--- config.mk ---
export PLATFORM = sky130hd
export DESIGN_NAME = gpio_port_serial
export DESIGN_NICKNAME = d
export VERILOG_FILES = /design/src/rtl/gpio_port_serial.sv
export SDC_FILE = /design/constraint.sdc
export NUM_CORES = 1
export LEC_CHECK = 0
export CORE_UTILIZATION = 41
export DETAILED_ROUTE_END_ITERATION = 10
export GPL_TIMING_DRIVEN = 0
export PLACE_DENSITY_LB_ADDON = 0.3
export SLEW_MARGIN = 30
export SYNTH_ARGS = -nofsm -noshare
export SYNTH_HDL_FRONTEND = slang
export SYNTH_SLANG_ARGS = --single-unit
--- constraint.sdc ---
create_clock -name clk -period 1.31 [get_ports clk]
set_clock_uncertainty 0.05 [all_clocks]
set_input_delay 0.262 -clock clk [delete_from_list [all_inputs] [get_ports clk]]
set_output_delay 0.262 -clock clk [all_outputs]
set_load 0.05 [all_outputs]
--- src/rtl/gpio_port_serial.sv ---
module gpio_port_serial #(
  parameter int NPINS = 6,
  parameter int AW = 4,
  parameter logic [AW-1:0] DATA_ADDR = 4'h8,
  parameter logic [AW-1:0] DIR_ADDR = 4'hC
) (
  input  logic             clk,
  input  logic             rst_n,
  input  logic [AW-1:0]    bus_addr,
  input  logic             bus_wr,
  input  logic             bus_rd,
  input  logic [7:0]       bus_wdata,
  output logic [7:0]       bus_rdata,
  input  logic [NPINS-1:0] pin_in,
  output logic [NPINS-1:0] pin_out,
  output logic [NPINS-1:0] pin_oe,
  input  logic             ser_en,
  input  logic             ser_tx,
  output logic             ser_rx
);
  localparam int DW = 8;

  logic [NPINS-1:0] dir_q, out_q, meta_q, lvl_q, rd_pins;
  logic sel_data, sel_dir;

  assign sel_data = bus_addr == DATA_ADDR;
  assign sel_dir  = bus_addr == DIR_ADDR;

  always_ff @(posedge clk or negedge rst_n) begin
    if (!rst_n) begin
      dir_q <= '0;
      out_q <= '0;
    end else if (bus_wr) begin
      if (sel_dir)  dir_q <= bus_wdata[NPINS-1:0];
      if (sel_data) out_q <= bus_wdata[NPINS-1:0];
    end
  end

  always_ff @(posedge clk or negedge rst_n) begin
    if (!rst_n) begin
      meta_q <= '0;
      lvl_q  <= '0;
    end else begin
      meta_q <= pin_in;
      lvl_q  <= meta_q;
    end
  end

  assign rd_pins = (dir_q & out_q) | (~dir_q & lvl_q);

  always_comb begin
    bus_rdata = '0;
    if (bus_rd && sel_data) bus_rdata = DW'(rd_pins);
    else if (bus_rd && sel_dir) bus_rdata = DW'(dir_q);
  end

  always_comb begin
    pin_out = out_q;
    pin_oe  = dir_q;
    if (ser_en) begin
      pin_out[0] = ser_tx;
      pin_oe[0]  = 1'b1;
      pin_oe[1]  = 1'b0;
    end
  end

  assign ser_rx = ser_en ? lvl_q[1] : 1'b1;
endmodule

==> summary.txt, run 1 <==
Final layout
  • P&R area growth vs syn: 72.75%
  • Number of fillers in the final layout: 146
  • # diodes: 0
  • Utilization after layout: 77.34%
  • Layout cell share with drive strength beyond 1: a little over half
  • Nets@finish: 160
  • Non-filler instance count after layout: 163
  • Multi-input logic area: between 400 and 500 um2
  • Sequential cell area: about 600 um2

Yosys
  • Avg Inst Size Synth: 12.70 um2
  • Synthesized area: about 0.0010 mm2
  • Top-area cell type share of the netlist area: between 50% and 60%
  • Yosys warning count: 0
  • Seq cells post-synth: 24
  • Top area cells in the synthesized netlist: dfrtp_1 (58%), mux2_4 (8.8%), buf_4 (8.0%)
  • Register area share after synthesis: between 50 and 60%
  • Cell taking the most area after synthesis: dfrtp_1
  • Synth Instances: 81
  • Synth cell types: 18

Clocking
  • CTS max path bufs: 2
  • Clock Tree Root: clkbuf_4
  • Clk_lat worst skew: ~0.3 ns
  • Clock-pin slew on the worst setup and hold paths: ~0.12 ns
  • Sink Count: 24
  • Num CTS Buffers: 3
  • CTS tree: built
  • Max H-tree Level: 1

Worst setup path
  • Crit path max fanout: 3
  • Slowest-stage cell, CP: dfrtp_1
  • Worst stage delay on the critical path: between 0.4 and 0.5 ns
  • Critical Path AT: ~1.4 ns
  • Setup Crit Path Kind: reg -> out
  • Worst Path Required: 1.00 ns
  • Crit path capture type: output port
  • Critical-path cell list: or3b_4 -> a21oi_4 -> buf_6
  • WP buf/inv: 1
  • Worst setup SP type: flop
  • CP delay by family, top: flip-flops

Drt
  • Via density: between 4 and 5
  • Drt initial violations: 4
  • Routed wire length: 2304 um
  • DRC viols: 0
  • DRT antenna net count: 0
  • Avg WL per Cell: 14.13 um
  • TritonRoute pass-1 iters: 4
  • Via Count: just under 800

STA
  • Slack of the critical path: -0.4084 ns
  • Slew headroom: 65.40%
  • Fin. Hold Viols: 0
  • Fmax: approximately 580 MHz
  • Fin. max-slew vios: 0
  • Final setup fails: 14
  • RSZ-0062 raised after global routing: true
  • Crit share post-route: 131.2%
  • Setup TNS: -2.045 ns
  • Final worst path period need: 1.718 ns
  • Least-Margin Pin Slew: 0.5189 ns

Place
  • Port Buffers: 40
  • Placed cells: 150
  • Gpl congestion: a little under 0.7
  • HPWL Detailed: between 1500 and 2000 um
  • Place WS: -1.213 ns

Outcome
  • Outcome: finished with violations
  • Violated checks: negative setup slack

Floorplan
  • Core ar.: around 0.0023 mm2
  • Rows: 17
  • # IOs: 45
  • Die area: about 0.0027 mm2
  • Die Y: 52.09 um
  • Die width: approximately 52 um
  • Initial core utilization: between 40% and 50%

Global routing
  • Largest net degree at the start of global routing: 25
  • Number of global-route vias before repair: roughly 860
  • Initial antenna violation count: 0
  • GRT overflow: 0
  • First-pass GRT wire length: approximately 3700 um
  • Global Route Usage Sum: approximately a fifth

Pwr
  • LEAKAGE: about 0.00080 uW
  • Max VDD drop: 0.001165 V
  • Power per cell area: 1377 mW/mm2

Hold path
  • Hold WC Path Type: reg -> reg

Flow run
  • Max Cap Viol: 0
==> sequential cells by signal, indices dropped and copies added (netlist names) <==
name	count
meta_q	6
dir_q	6
lvl_q	6
out_q	6
==> metrics by stage <==
stage	total power, uW	hold slack, ns	area (um2)
finish	2447	0.3097	1777
global route	2569	0.2996	1777
CTS	2422	0.3135	1742
detailed placement	1833	0.2137	1550
global placement	1807	0.2817	1555
floorplan	1547	-0.08359	1120
==> report_power, final <==
part | total (uW) | switching [uW] | internal, uW
Clock | 376 | 206 | 170
Sequential | 932 | 86.9 | 845
Combinational | 1140 | 555 | 585
==> cell usage after synthesis <==
cell	number
mux2_4	6
nand4_2	1
conb_1	1
nand2b_1	1
nor2b_1	1
and4b_1	1
nor2_1	6
o21ai_0	6
buf_6	1
a21oi_1	6
mux2_2	7
nand2_1	5
buf_2	1
buf_4	11
or3b_2	1
or2_2	1
dfrtp_1	24
nand3_1	1
==> layout by cell type, fill, tap and decap left out, drive strengths merged, types with 2 or more instances in the layout <==
master	n
nand2	5
dlygate4sd2	5
mux2	13
nor2	6
o21ai	6
buf	41
dfrtp	24
clkbuf	4
a21oi	6
conb	2
clkdlybuf4s50	14
==> timing repair <==
item                       CTS  global route
gates cloned                 0             0
setup endpoints to repair   31            19
pin swaps                   13             6
resized for setup          165             9
buffers inserted            10             6
hold buffers                 1             0
hold endpoints to repair    24             0
==> logic make-up (layout without fill, tap and decap cells) <==
kind of cell / count (synthesis) / in the layout / share of synthesized area [%]
other: 1 / 2 / 0.3646
and+or+nand+nor: 18 / 18 / 9.368
muxes: 13 / 13 / 16.42
DFF: 24 / 24 / 58.39
AOI/OAI and AO/OA: 12 / 12 / 5.840
buffers and inverters: 13 / 66 / 9.610
==> layer usage <==
metal / part of all wire, % / up-vias / GRT usage (%)
li1: - / 370 / -
met1: 39 / 388 / 19.74
met2: 55 / 26 / 37.18
met3: 4.3 / 4 / 6.140
met4: 1.5 / 0 / 6.757
met5: 0 / - / 0
==> final timing paths <==
| path | cells after the start | from | end | slack [ns] |
|---|---|---|---|---|
| hold / removal | 0 | meta_q[1] | lvl_q[1] | 0.31 |
| min in group asynchronous | 2 | rst_n | out_q[1] | 0.40 |
| setup / recovery | 3 | dir_q[0] | bus_rdata[0] | -0.41 |
| hold reg to reg | 0 | meta_q[1] | lvl_q[1] | 0.31 |
| setup reg to reg | 4 | out_q[1] | out_q[1] | 0.12 |
| max in group asynchronous | 2 | rst_n | lvl_q[4] | 0.46 |
==> final cells by class <==
class	count	share of cell area, %
multi-input cells	45	24.65
repair buffers	55	33.52
clock buffers	4	2.042
flip-flops and latches	24	33.80
plain buffers	7	4.014
well taps	28	1.972
(Power assumes the default switching activity.)
==> inputs of run 2 (changes only) <==
--- a/config.mk
+++ b/config.mk
@@ -6,9 +6,10 @@
 export NUM_CORES = 1
 export LEC_CHECK = 0
 export CORE_UTILIZATION = 41
+export CTS_CLUSTER_DIAMETER = 40
 export DETAILED_ROUTE_END_ITERATION = 10
 export GPL_TIMING_DRIVEN = 0
-export PLACE_DENSITY_LB_ADDON = 0.3
+export PLACE_DENSITY = 0.78
 export SLEW_MARGIN = 30
 export SYNTH_ARGS = -nofsm -noshare
 export SYNTH_HDL_FRONTEND = slang
==> summary.txt, run 2 (synthesis gave the netlist of run 1 again) <==
Clocking
  • Max H-tree Level: 1
  • Clock Tree Root: clkbuf_4
  • Num CTS Buffers: 3
  • Sink Count: 24
  • Clk_lat worst skew: slightly above 0.3 ns
  • Clock-pin slew on the worst setup and hold paths: about 0.12 ns
  • CTS max path bufs: 2
  • CTS tree: built

Outcome
  • Violated checks: negative setup slack
  • Outcome: finished with violations

STA
  • Slack of the critical path: -0.3982 ns
  • Slew headroom: roughly 66%
  • Fin. max-slew vios: 0
  • Fin. Hold Viols: 0
  • RSZ-0062 raised after global routing: true
  • Setup TNS: -2.227 ns
  • Final setup fails: 15
  • Fmax: 585.4 MHz
  • Final worst path period need: between 1.5 and 2 ns
  • Crit share post-route: 130.4%
  • Least-Margin Pin Slew: 0.5073 ns

Floorplan
  • Rows: 17
  • Initial core utilization: 44.77%
  • Die width: approximately 52 um
  • Die area: 0.002713 mm2
  • # IOs: 45
  • Core ar.: about 0.0023 mm2
  • Die Y: 52.09 um

Global routing
  • Global Route Usage Sum: between 10% and 20%
  • First-pass GRT wire length: between 3000 and 4000 um
  • Number of global-route vias before repair: approximately 840
  • Initial antenna violation count: 0
  • Largest net degree at the start of global routing: 25
  • GRT overflow: 0

Worst setup path
  • Slowest-stage cell, CP: dfrtp_1
  • Critical-path cell list: or3b_4 -> a21oi_4 -> buf_6
  • CP delay by family, top: flip-flops
  • Crit path max fanout: 2
  • Worst stage delay on the critical path: 0.40 ns
  • Setup Crit Path Kind: reg -> out
  • Crit path capture type: output port
  • Worst Path Required: 1.00 ns
  • Critical Path AT: 1.40 ns
  • WP buf/inv: 1
  • Worst setup SP type: flop

Pwr
  • Clock share of power: between 10% and 20%
  • Switching share of power: between 30% and 40%
  • Sw power: around 870 uW
  • Sequential share of power: ~38%
  • Combinational Power Share: a little under half
  • Power per cell area: 1386 mW/mm2
  • Internal power: approximately 1600 uW
  • LEAKAGE: just over 0.0008 uW
  • Final Power: 2485 uW
  • Max VDD drop: ~0.0011 V

Final layout
  • Most frequent cells in the layout: dfrtp_1 (24), buf_6 (20), clkdlybuf4s50_1 (14)
  • Number of fillers in the final layout: 134
  • # diodes: 0
  • Sequential cell area: about 600 um2
  • P&R area growth vs syn: 74.33%
  • Most common cell after layout, fill and taps aside: dfrtp_1
  • Multi-input logic area: ~450 um2
  • Nets@finish: around 160
  • Layout cell share with drive strength beyond 1: 55.88%

Place
  • Place WS: -1.278 ns
  • Gpl congestion: ~0.74
  • Port Buffers: 40
  • HPWL Detailed: about 1600 um

Drt
  • DRC viols: 0
  • DRT antenna net count: 0
  • Drt initial violations: 4
  • Routed wire length: about 2400 um
  • Via Count: around 800
  • Avg WL per Cell: roughly 15 um
  • TritonRoute pass-1 iters: 2
  • Via density: between 4 and 5

Hold path
  • Hold WC Path Type: reg -> reg

Flow run
  • Max Cap Viol: 0
-- run 2: changes by cell type in the layout (fill, tap and decap cells not counted), moves of 2 or more --
cell / before / now
o21ai_2: 0 / 3
o21ai_1: 5 / 3
buf_8: 12 / 10
buf_6: 18 / 20
-- run 2: layer usage --
metal	up-vias	global-route usage (%)	part of all wire (%)
met1	397	20.15	36
met2	18	38.25	60
li1	374	-	-
met5	-	0	0
met4	0	2.703	0.38
met3	2	6.140	3.5
-- run 2: stage by stage --
step	util [%]	instances	hold slack, ns	cell area, um2
2_1_floorplan	-	82	-0.08359	1120
3_3_place_gp	67.70	150	0.2817	1555
3_5_place_dp	67.48	150	0.2102	1550
4_1_cts	77.23	162	0.3196	1774
5_1_grt	78.05	164	0.3084	1793
6_report	78.05	164	0.3131	1793
-- run 2: worst reg2reg max path: cells and delay by family (launching register included) --
kind / cells / cell delay [ns]
buffers and inverters: 2 / 0.24
muxes: 1 / 0.26
DFF: 1 / 0.41
-- run 2: final cells by class --
class | count | area share [%]
Sequential cell | 24 | 33.50
Buffer | 6 | 3.350
Tap cell | 28 | 1.954
Timing Repair Buffer | 57 | 33.98
Clock buffer | 4 | 2.024
Multi-Input combinational cell | 45 | 25.19
-- run 2: power by group through the flow --
stage,logic [uW],clock network (uW),registers (uW)
after floorplan,633,0,914
after global placement,881,0,933
after detailed placement,893,0,937
after CTS,1140,388,929
after global routing,1220,425,950
final,1170,378,937
-- run 2: worst paths after layout --
check / depth (start not counted) / from / slack, ns / endpoint
worst max-delay path: 3 / dir_q[0] / -0.40 / bus_rdata[0]
worst min-delay path: 0 / meta_q[4] / 0.31 / lvl_q[4]
worst max register to register: 3 / out_q[3] / 0.24 / out_q[3]
worst min register to register: 0 / meta_q[4] / 0.31 / lvl_q[4]
max in group asynchronous: 2 / rst_n / 0.48 / meta_q[4]
min in group asynchronous: 2 / rst_n / 0.39 / dir_q[0]
-- run 2: timing repair --
action                                 4_1_cts  5_1_grt
buffers inserted                            13        6
hold buffers                                 1        0
resized for setup                          175        5
endpoints found under the hold margin       24        0
pin swaps                                   13        0
setup endpoints to repair                   31       19
==> inputs of run 3 (changes only) <==
--- a/config.mk
+++ b/config.mk
@@ -5,6 +5,7 @@
 export SDC_FILE = /design/constraint.sdc
 export NUM_CORES = 1
 export LEC_CHECK = 0
+export ABC_CLOCK_PERIOD_IN_PS = 1310
 export CORE_UTILIZATION = 41
 export CTS_CLUSTER_DIAMETER = 40
 export DETAILED_ROUTE_END_ITERATION = 10
==> results of run 3 <==
The final DEF is identical to that of run 2; final timing and power are the same.
